[config.mk]
export PLATFORM = sky130hd
export DESIGN_NAME = hbus_csel
export DESIGN_NICKNAME = d
export VERILOG_FILES = /design/src/rtl/hbus_csel_pkg.sv /design/src/rtl/hbus_window_match.sv /design/src/rtl/hbus_prio_pick.sv /design/src/rtl/hbus_ctrl_reg.sv /design/src/rtl/hbus_csel.sv
export SDC_FILE = /design/constraint.sdc
export NUM_CORES = 1
export LEC_CHECK = 0
export BUFFER_PORTS_ARGS = -buffer_cell sky130_fd_sc_hd__buf_2
export CORE_AREA = 2 2 39 41
export DETAILED_ROUTE_END_ITERATION = 8
export DIE_AREA = 0 0 41 43
export GPL_TIMING_DRIVEN = 0
export HOLD_SLACK_MARGIN = 0.02
export PLACE_DENSITY = 0.71
export SLEW_MARGIN = 15
export SYNTH_ARGS = -nofsm -noshare
export SYNTH_HDL_FRONTEND = slang
export SYNTH_SLANG_ARGS = --single-unit
[constraint.sdc]
create_clock -name clk -period 0.84 [get_ports clk]
set_input_delay 0.168 -clock clk [delete_from_list [all_inputs] [get_ports clk]]
set_output_delay 0.168 -clock clk [all_outputs]
set_load 0.005 [all_outputs]
[src/rtl/hbus_csel_pkg.sv]
package hbus_csel_pkg;
  typedef enum logic [1:0] {
    CYC_IDLE  = 2'd0,
    CYC_FETCH = 2'd1,
    CYC_READ  = 2'd2,
    CYC_WRITE = 2'd3
  } cyc_kind_e;

  localparam int CTL_W        = 8;
  localparam int CTL_CODE_BIT = 1;
  localparam int CTL_AUX_BIT  = 0;
  localparam int CTL_USED     = 2;
endpackage

[src/rtl/hbus_window_match.sv]
module hbus_window_match #(
  parameter int ADDR_W  = 16,
  parameter int NUM_WIN = 4,
  parameter logic [NUM_WIN*ADDR_W-1:0] BASES = '0,
  parameter logic [NUM_WIN*ADDR_W-1:0] MASKS = '0
) (
  input  logic [ADDR_W-1:0]  addr,
  output logic [NUM_WIN-1:0] hit
);
  for (genvar g = 0; g < NUM_WIN; g++) begin : g_win
    localparam logic [ADDR_W-1:0] BASE_G = BASES[g*ADDR_W +: ADDR_W];
    localparam logic [ADDR_W-1:0] MASK_G = MASKS[g*ADDR_W +: ADDR_W];
    assign hit[g] = ((addr & MASK_G) == (BASE_G & MASK_G));
  end
endmodule

[src/rtl/hbus_prio_pick.sv]
module hbus_prio_pick #(
  parameter int N = 4
) (
  input  logic [N-1:0] req,
  output logic [N-1:0] gnt,
  output logic         any
);
  logic [N:0] seen;
  assign seen[0] = 1'b0;
  for (genvar g = 0; g < N; g++) begin : g_pick
    assign gnt[g]    = req[g] & ~seen[g];
    assign seen[g+1] = seen[g] | req[g];
  end
  assign any = seen[N];
endmodule

[src/rtl/hbus_ctrl_reg.sv]
module hbus_ctrl_reg
  import hbus_csel_pkg::*;
(
  input  logic             clk,
  input  logic             rst,
  input  logic             we,
  input  logic [CTL_W-1:0] wdata,
  output logic             code_in_ram,
  output logic [CTL_W-1:0] rdata
);
  logic [CTL_USED-1:0] held_q;

  always_ff @(posedge clk) begin
    if (rst) held_q <= '0;
    else if (we) held_q <= wdata[CTL_USED-1:0];
  end

  assign code_in_ram = held_q[CTL_CODE_BIT];
  assign rdata       = {{(CTL_W-CTL_USED){1'b0}}, held_q};
endmodule

[src/rtl/hbus_csel.sv]
module hbus_csel
  import hbus_csel_pkg::*;
#(
  parameter int ADDR_W  = 16,
  parameter int NUM_ROM = 4,
  parameter logic [NUM_ROM*ADDR_W-1:0] ROM_BASE = {16'h6000, 16'h4000, 16'h2000, 16'h0000},
  parameter logic [NUM_ROM*ADDR_W-1:0] ROM_MASK = {NUM_ROM{16'hE000}},
  parameter logic [ADDR_W-1:0] RAM_BASE = 16'h0000,
  parameter logic [ADDR_W-1:0] RAM_MASK = 16'hF800
) (
  input  logic               clk,
  input  logic               rst,
  input  logic [ADDR_W-1:0]  bus_addr,
  input  logic               code_strb_n,
  input  logic               data_rd_n,
  input  logic               data_wr_n,
  input  logic               combined_space,
  input  logic               ctl_we,
  input  logic [7:0]         ctl_wdata,
  output logic [7:0]         ctl_rdata,
  output logic [NUM_ROM-1:0] rom_sel_n,
  output logic               ram_sel_n
);
  logic [NUM_ROM-1:0] rom_hit, rom_pick, rom_nxt;
  logic               rom_any, ram_hit, ram_nxt, code_in_ram;
  cyc_kind_e          kind;

  hbus_ctrl_reg u_ctl (
    .clk(clk), .rst(rst), .we(ctl_we), .wdata(ctl_wdata),
    .code_in_ram(code_in_ram), .rdata(ctl_rdata)
  );

  hbus_window_match #(
    .ADDR_W(ADDR_W), .NUM_WIN(NUM_ROM), .BASES(ROM_BASE), .MASKS(ROM_MASK)
  ) u_rom_win (.addr(bus_addr), .hit(rom_hit));

  hbus_window_match #(
    .ADDR_W(ADDR_W), .NUM_WIN(1), .BASES(RAM_BASE), .MASKS(RAM_MASK)
  ) u_ram_win (.addr(bus_addr), .hit(ram_hit));

  hbus_prio_pick #(.N(NUM_ROM)) u_pick (.req(rom_hit), .gnt(rom_pick), .any(rom_any));

  // strobe precedence: fetch, then read, then write
  always_comb begin
    if (!code_strb_n)    kind = CYC_FETCH;
    else if (!data_rd_n) kind = CYC_READ;
    else if (!data_wr_n) kind = CYC_WRITE;
    else                 kind = CYC_IDLE;
  end

  always_comb begin
    rom_nxt = '0;
    ram_nxt = 1'b0;
    unique case (kind)
      CYC_FETCH: begin
        if (code_in_ram && ram_hit) ram_nxt = 1'b1;
        else                        rom_nxt = rom_pick;
      end
      CYC_READ: begin
        if (combined_space && rom_any) rom_nxt = rom_pick;
        else                           ram_nxt = ram_hit;
      end
      CYC_WRITE: ram_nxt = ram_hit;
      default: ;
    endcase
  end

  always_ff @(posedge clk) begin
    if (rst) begin
      rom_sel_n <= '1;
      ram_sel_n <= 1'b1;
    end else begin
      rom_sel_n <= ~rom_nxt;
      ram_sel_n <= ~ram_nxt;
    end
  end
endmodule

==> results of run 1 <==
-- flip-flops by register name (all words and copies together), names as in the netlist --
| name | count |
|---|---|
| rom_sel_n | 4 |
| ram_sel_n | 1 |
| u_ctl.held_q | 2 |
-- final timing paths --
check / end / slack [ns] / cells past startpoint
worst min-delay path: u_ctl.held_q[0]$_SDFFE_PP0P_ / 0.12 / 2
worst min register to register: u_ctl.held_q[0]$_SDFFE_PP0P_ / 0.51 / 2
worst max-delay path: ctl_rdata[1] / -0.005 / 1
worst max register to register: ram_sel_n$_SDFF_PP1_ / 0.03 / 2
-- cells in the final DEF, fill, tap and decap left out, drive strengths merged --
cell type / Yosys / routed
a21boi: 1 / 1
buf: 7 / 26
clkbuf: 0 / 4
conb: 1 / 6
dfxtp: 7 / 7
mux2i: 2 / 2
nand2: 2 / 2
nand2b: 1 / 1
nand3: 2 / 2
nand3b: 2 / 2
nor2: 5 / 5
nor3b: 1 / 1
o2111ai: 1 / 1
o211a: 1 / 1
-- per-stage QoR --
step	setup slack [ns]	power (mW)	util	hold WS, ns	setup TNS [ns]
final	-0.00522	0.770	0.376	0.117	-0.00522
after CTS	-0.0198	0.783	0.361	0.110	-0.0342
after floorplan	0.0700	0.418	-	0.240	0
after detailed placement	-0.0599	0.474	0.341	0.376	-0.221
after global routing	-0.0414	0.818	0.376	0.106	-0.134
after global placement	-0.0428	0.471	0.341	0.373	-0.173
-- cell families (layout without fill, tap and decap cells) --
kind of cell           count (synthesis)  after routing  share of synthesized area
AO/OA/AOI/OAI                          3              3                      0.109
flip-flops                             7              7                      0.421
AND/OR/NAND/NOR                       13             13                      0.241
multiplexers                           2              2                     0.0602
buffers and inverters                  7             30                      0.158
other                                  1              6                     0.0113
-- layout make-up --
cell class	instances	area, sq um
Buffer	6	45.0
Tap cell	16	20.0
Clock buffer	4	26.3
Timing Repair Buffer	20	125
Multi-Input combinational cell	24	159
Fill cell	149	863
Sequential cell	7	145
-- routing by layer --
metal	global-route usage	share of wire
met1	0.0619	0.30
met2	0.163	0.62
met3	0.0209	0.088
met4	0.120	0
met5	0	0
-- power by group through the flow --
stage	combinational [mW]	sequential, mW	clock [mW]
finish	0.125	0.349	0.297
global route	0.137	0.350	0.331
CTS	0.121	0.348	0.313
detailed placement	0.121	0.353	0
global placement	0.119	0.353	0
floorplan	0.0647	0.354	0
-- repair_timing --
action / 4_1_cts / 5_1_grt
resized for setup: 3 / 5
pin swaps: 0 / 0
endpoints found under the setup margin: 3 / 7
==> key figures, run 1 <==
Synth
  • Mapped cell area: 333 sq um
  • Post-synthesis sequential area ratio: 0.421
  • Post-synth top cells: 7 x buf_4, 7 x dfxtp_1, 4 x nor2_1
  • Yosys top cell area share: 0.421
  • Yosys warnings: 0
  • Cells after Synth: 33
  • Number of flops mapped to enable cells by yosys: 0
  • Syn avg cell area: 10.1 sq um
  • Asr flop ratio synth: 0
  • FF+latch count, synth: 7
  • Synth cell types: 14
  • Ys flop type: dfxtp_1
  • Ranking of synthesized cells by area: dfxtp_1 42%, buf_4 16%, mux2i_1 6.0%, nand3b_1 4.5%, nor2_1 4.5%
  • Yosys top cell by area: dfxtp_1

Route
  • DR vias: 294
  • Initial drt markers: 2
  • Drt pass-1 iters: 3
  • Detail Route Antenna Nets: 0
  • Post-Route WL: 637 um
  • Vias per cell: 3.82
  • DRC Markers: 0
  • DR WL/cell: 8.27 um

Clock network
  • Latest clock arrival within the worst-skew pair: 0.25 ns
  • Clock buffer depth: 2
  • Setup bufs post-CTS: 0
  • CTS tree: built
  • Number of H-tree levels: 1
  • CTS clk-pin slew, worst paths: 0.05 ns
  • TritonCTS Sinks: 7
  • CTS Root Cell: clkbuf_4
  • CTS buffer count: 3
  • Hold buffers post-CTS: 0

Power and ir drop
  • Power Internal: 599 uW
  • Sw Ratio: 0.223
  • Clock share of power: 0.385
  • Comb power frac: 0.162
  • Maximum VDD drop: 0.377 mV
  • Net switching power: 172 uW
  • PwrDens: 1480 mW/mm^2
  • Leak: 0.256 nW
  • Sequential Power Share: 0.453

Critical path
  • Critical path arrival: 0.68 ns
  • Crit Path Max Fanout: 3
  • CP Class: flip-flop to output port
  • Critical Path Start: u_ctl.held_q[1]$_SDFFE_PP0P_
  • Worst Path Required: 0.67 ns
  • Crit end category: output port
  • Critical R2R Launch: u_ctl.held_q[1]$_SDFFE_PP0P_
  • Crit-path max cell delay: 0.32 ns
  • Largest delay share family, worst path: flip-flops
  • Slowest library cell on the worst path: dfxtp_2
  • Critical Path Start Type: flip-flop
  • Buf/Inv on CP: 1
  • CP cell instances: buf_6

Global routing
  • Vias in the first global route: 315
  • GR Overflow Total: 0
  • Largest net degree at the start of global routing: 5
  • GRT Util Overall: 0.0938
  • Initial antenna violation count: 0
  • First-pass GRT wire length: 1050 um

STA
  • Setup WS post-layout: -0.00522 ns
  • Clk_skew: 0.00198 ns
  • Final min period: 0.845 ns
  • Setup violators final: 1
  • Final Cycle Share: 1.01
  • RSZ-0062 raised after global routing: true
  • Final Hold Fails: 0
  • Final Max Tran Viols: 0
  • Max Freq: 1180 MHz

Placed design
  • Dpl cells: 74
  • I/O Buffers: 20
  • Placement Cell Area: 472 sq um
  • Global placer's final weighted congestion: 0.730
  • DP HPWL: 538 um

Finish
  • Share of cells above drive strength 1: 0.623
  • Nets@finish: 93
  • Fin cells: 77
  • Diode count: 0
  • Final instance area: 520 sq um
  • Synthesis-to-layout area growth: 56.4%

Floorplanning
  • Die height: 43 um
  • Initial Util: 0.241
  • Die ar.: 0.00176 sq mm
  • Top Ports: 44
  • Core area: 0.00138 sq mm
  • Die Wd: 41 um
  • Rows: 14

Outcome
  • Failing checks: setup timing
  • Status: finished, violations left

Run
  • Max capacitance violation total: 0

Min path
  • Worst Hold Class: input pin to flip-flop
  • Hold path start: rst
Power figures use the tool's default switching activity.
==> inputs of run 2 (changes only) <==
Settings changed: SETUP_SLACK_MARGIN set to 0.3, TNS_END_PERCENT set to 30.
==> key figures, run 2 (same netlist as run 1, synthesis figures left out) <==
Floorplanning
  • Rows: 14 (unchanged)
  • Top Ports: 44 (unchanged)
  • Core area: 0.00138 sq mm (unchanged)
  • Die height: 43 um (unchanged)
  • Die ar.: 0.00176 sq mm (unchanged)
  • Initial Util: 0.241 (unchanged)
  • Die Wd: 41 um (unchanged)

Critical path
  • Critical path arrival: 0.78 ns (+0.10 ns)
  • Critical path destination: ctl_rdata[1]
  • Crit path top cell by count: buf_6
  • Critical R2R Launch: u_ctl.held_q[1]$_SDFFE_PP0P_
  • Crit-path max cell delay: 0.32 ns (about the same)
  • R2R cell count: 3 (+1)
  • Crit Path Max Fanout: 2 (-1)
  • CP Class: flip-flop to output port
  • R2R Path End: ram_sel_n$_SDFF_PP1_
  • Critical Path Start: u_ctl.held_q[1]$_SDFFE_PP0P_
  • FF-to-FF setup slack: -0.03 ns (-0.06 ns)
  • Worst Path Required: 0.67 ns (about the same)
  • Slowest library cell on the worst path: dfxtp_2
  • Critical Path Start Type: flip-flop
  • Crit end category: output port
  • Buf/Inv on CP: 2 (+1)
  • CP Depth: 2 (+1)
  • Largest delay share family, worst path: flip-flops
  • CP cell instances: buf_6 > buf_6

Clock network
  • Clock buffer depth: 2 (unchanged)
  • CTS Root Cell: clkbuf_4
  • Hold buffers post-CTS: 0 (unchanged)
  • CTS tree: built
  • CTS clk-pin slew, worst paths: 0.06 ns (about the same)
  • Number of H-tree levels: 1 (unchanged)
  • Latest clock arrival within the worst-skew pair: 0.26 ns (about the same)
  • CTS buffer count: 3 (unchanged)
  • TritonCTS Sinks: 7 (unchanged)

Finish
  • Fin cells: 79 (+2.6%)
  • Final instance area: 539 sq um (+3.6%)
  • Share of cells above drive strength 1: 0.619 (-0.00390)
  • Synthesis-to-layout area growth: 62.0%
  • Diode count: 0 (unchanged)
  • Most frequent cells in the layout: 18 x buf_2, 7 x buf_4, 6 x conb_1, 4 x nor2_1, 4 x dfxtp_1
  • Largest register by flop count: rom_sel_n
  • Largest registers: rom_sel_n (4), u_ctl.held_q (2), ram_sel_n (1)
  • Max reg flops: 4 (unchanged)
  • Nets@finish: 95 (+2.2%)
  • Commonest non-fill, non-tap cell in the layout: buf_2

Route
  • Drt pass-1 iters: 2 (-1)
  • DRC Markers: 0 (unchanged)
  • Post-Route WL: 669 um (+5.0%)
  • DR WL/cell: 8.47 um (+2.4%)
  • Detail Route Antenna Nets: 0 (unchanged)
  • Initial drt markers: 2 (unchanged)
  • DR vias: 320 (+8.8%)
  • Vias per cell: 4.05 (+6.1%)

STA
  • Setup WS post-layout: -0.112 ns (-0.107 ns)
  • Setup violators final: 4 (+3)
  • Final min period: 0.952 ns (+0.107 ns)
  • Final Cycle Share: 1.13 (+0.127)
  • Final Max Tran Viols: 0 (unchanged)
  • RSZ-0062 raised after global routing: true
  • Final Hold Fails: 0 (unchanged)
  • Clk_skew: 0.00654 ns (+0.00456 ns)
  • Max Freq: 1050 MHz (-11%)

Global routing
  • Vias in the first global route: 329 (+4.4%)
  • Largest net degree at the start of global routing: 5 (unchanged)
  • GRT Util Overall: 0.107 (+0.0129)
  • Initial antenna violation count: 0 (unchanged)
  • GR Overflow Total: 0 (unchanged)
  • First-pass GRT wire length: 1170 um (+12%)

Placed design
  • Dpl cells: 74 (unchanged)
  • I/O Buffers: 20 (unchanged)
  • DP HPWL: 535 um (-0.61%)
  • Placement Cell Area: 479 sq um (+1.6%)
  • Global placer's final weighted congestion: 0.634 (-13%)

Power and ir drop
  • Final Power: 803 uW (+4.2%)
  • Leak: 0.269 nW (+5.4%)
  • Maximum VDD drop: 0.639 mV (+69%)
  • PwrDens: 1490 mW/mm^2 (+0.55%)

Outcome
  • Status: finished, violations left
  • Failing checks: setup timing

Run
  • Max capacitance violation total: 0 (unchanged)

Min path
  • Worst Hold Class: input pin to flip-flop
## run 2: cell count changes in the layout (fill, tap and decap cells not counted), sizes merged
| cell | change |
|---|---|
| buf | +2 |
## run 2: per-layer routing
layer | track usage | up-vias | share of wire
met4 | 0.0600 | 0 | 0
met1 | 0.0777 | 144 | 0.32
met3 | 0.0942 | 0 | 0.13
met5 | 0 | - | 0
met2 | 0.172 | 18 | 0.55
li1 | - | 158 | -
## run 2: how the worst min path moves through the flow
stage	from	end	slack (ns)	cells after the start
final	rst	u_ctl.held_q[1]$_SDFFE_PP0P_	0.11	2
after global routing	rst	u_ctl.held_q[1]$_SDFFE_PP0P_	0.10	2
after CTS	rst	u_ctl.held_q[1]$_SDFFE_PP0P_	0.09	2
after detailed placement	rst	u_ctl.held_q[1]$_SDFFE_PP0P_	0.37	2
after global placement	rst	u_ctl.held_q[1]$_SDFFE_PP0P_	0.37	2
after floorplan	rst	u_ctl.held_q[1]$_SDFFE_PP0P_	0.23	1
## run 2: timing repair
| action | CTS | global route |
|---|---|---|
| pin swaps | 2 | 2 |
| endpoints found under the hold margin | 0 | 0 |
| gates resized for setup | 4 | 2 |
| setup buffers | 1 | 0 |
| endpoints found under the setup margin | 14 | 14 |
## run 2: stage by stage
stage / setup TNS (ns) / setup WS [ns] / hold WS [ns] / utilization
4_1_cts: -0.228 / -0.127 / 0.0879 / 0.384
5_1_grt: -0.449 / -0.145 / 0.103 / 0.390
3_5_place_dp: -0.308 / -0.0782 / 0.374 / 0.346
2_1_floorplan: 0 / 0.103 / 0.233 / -
6_report: -0.179 / -0.112 / 0.109 / 0.390
3_3_place_gp: -0.156 / -0.0395 / 0.372 / 0.346
## run 2: report_power, final
group	internal, mW	switching [mW]
Combinational	0.0824	0.0566
Clock	0.182	0.134
Sequential	0.344	0.00423
Total	0.608	0.195
## run 2: cell type report
| type | count | area [sq um] |
|---|---|---|
| Buffer | 7 | 56.3 |
| Timing Repair Buffer | 21 | 120 |
| Sequential cell | 7 | 144 |
| Multi-Input combinational cell | 24 | 173 |
| Clock buffer | 4 | 26.3 |
| Fill cell | 143 | 845 |
| Tap cell | 16 | 20.0 |
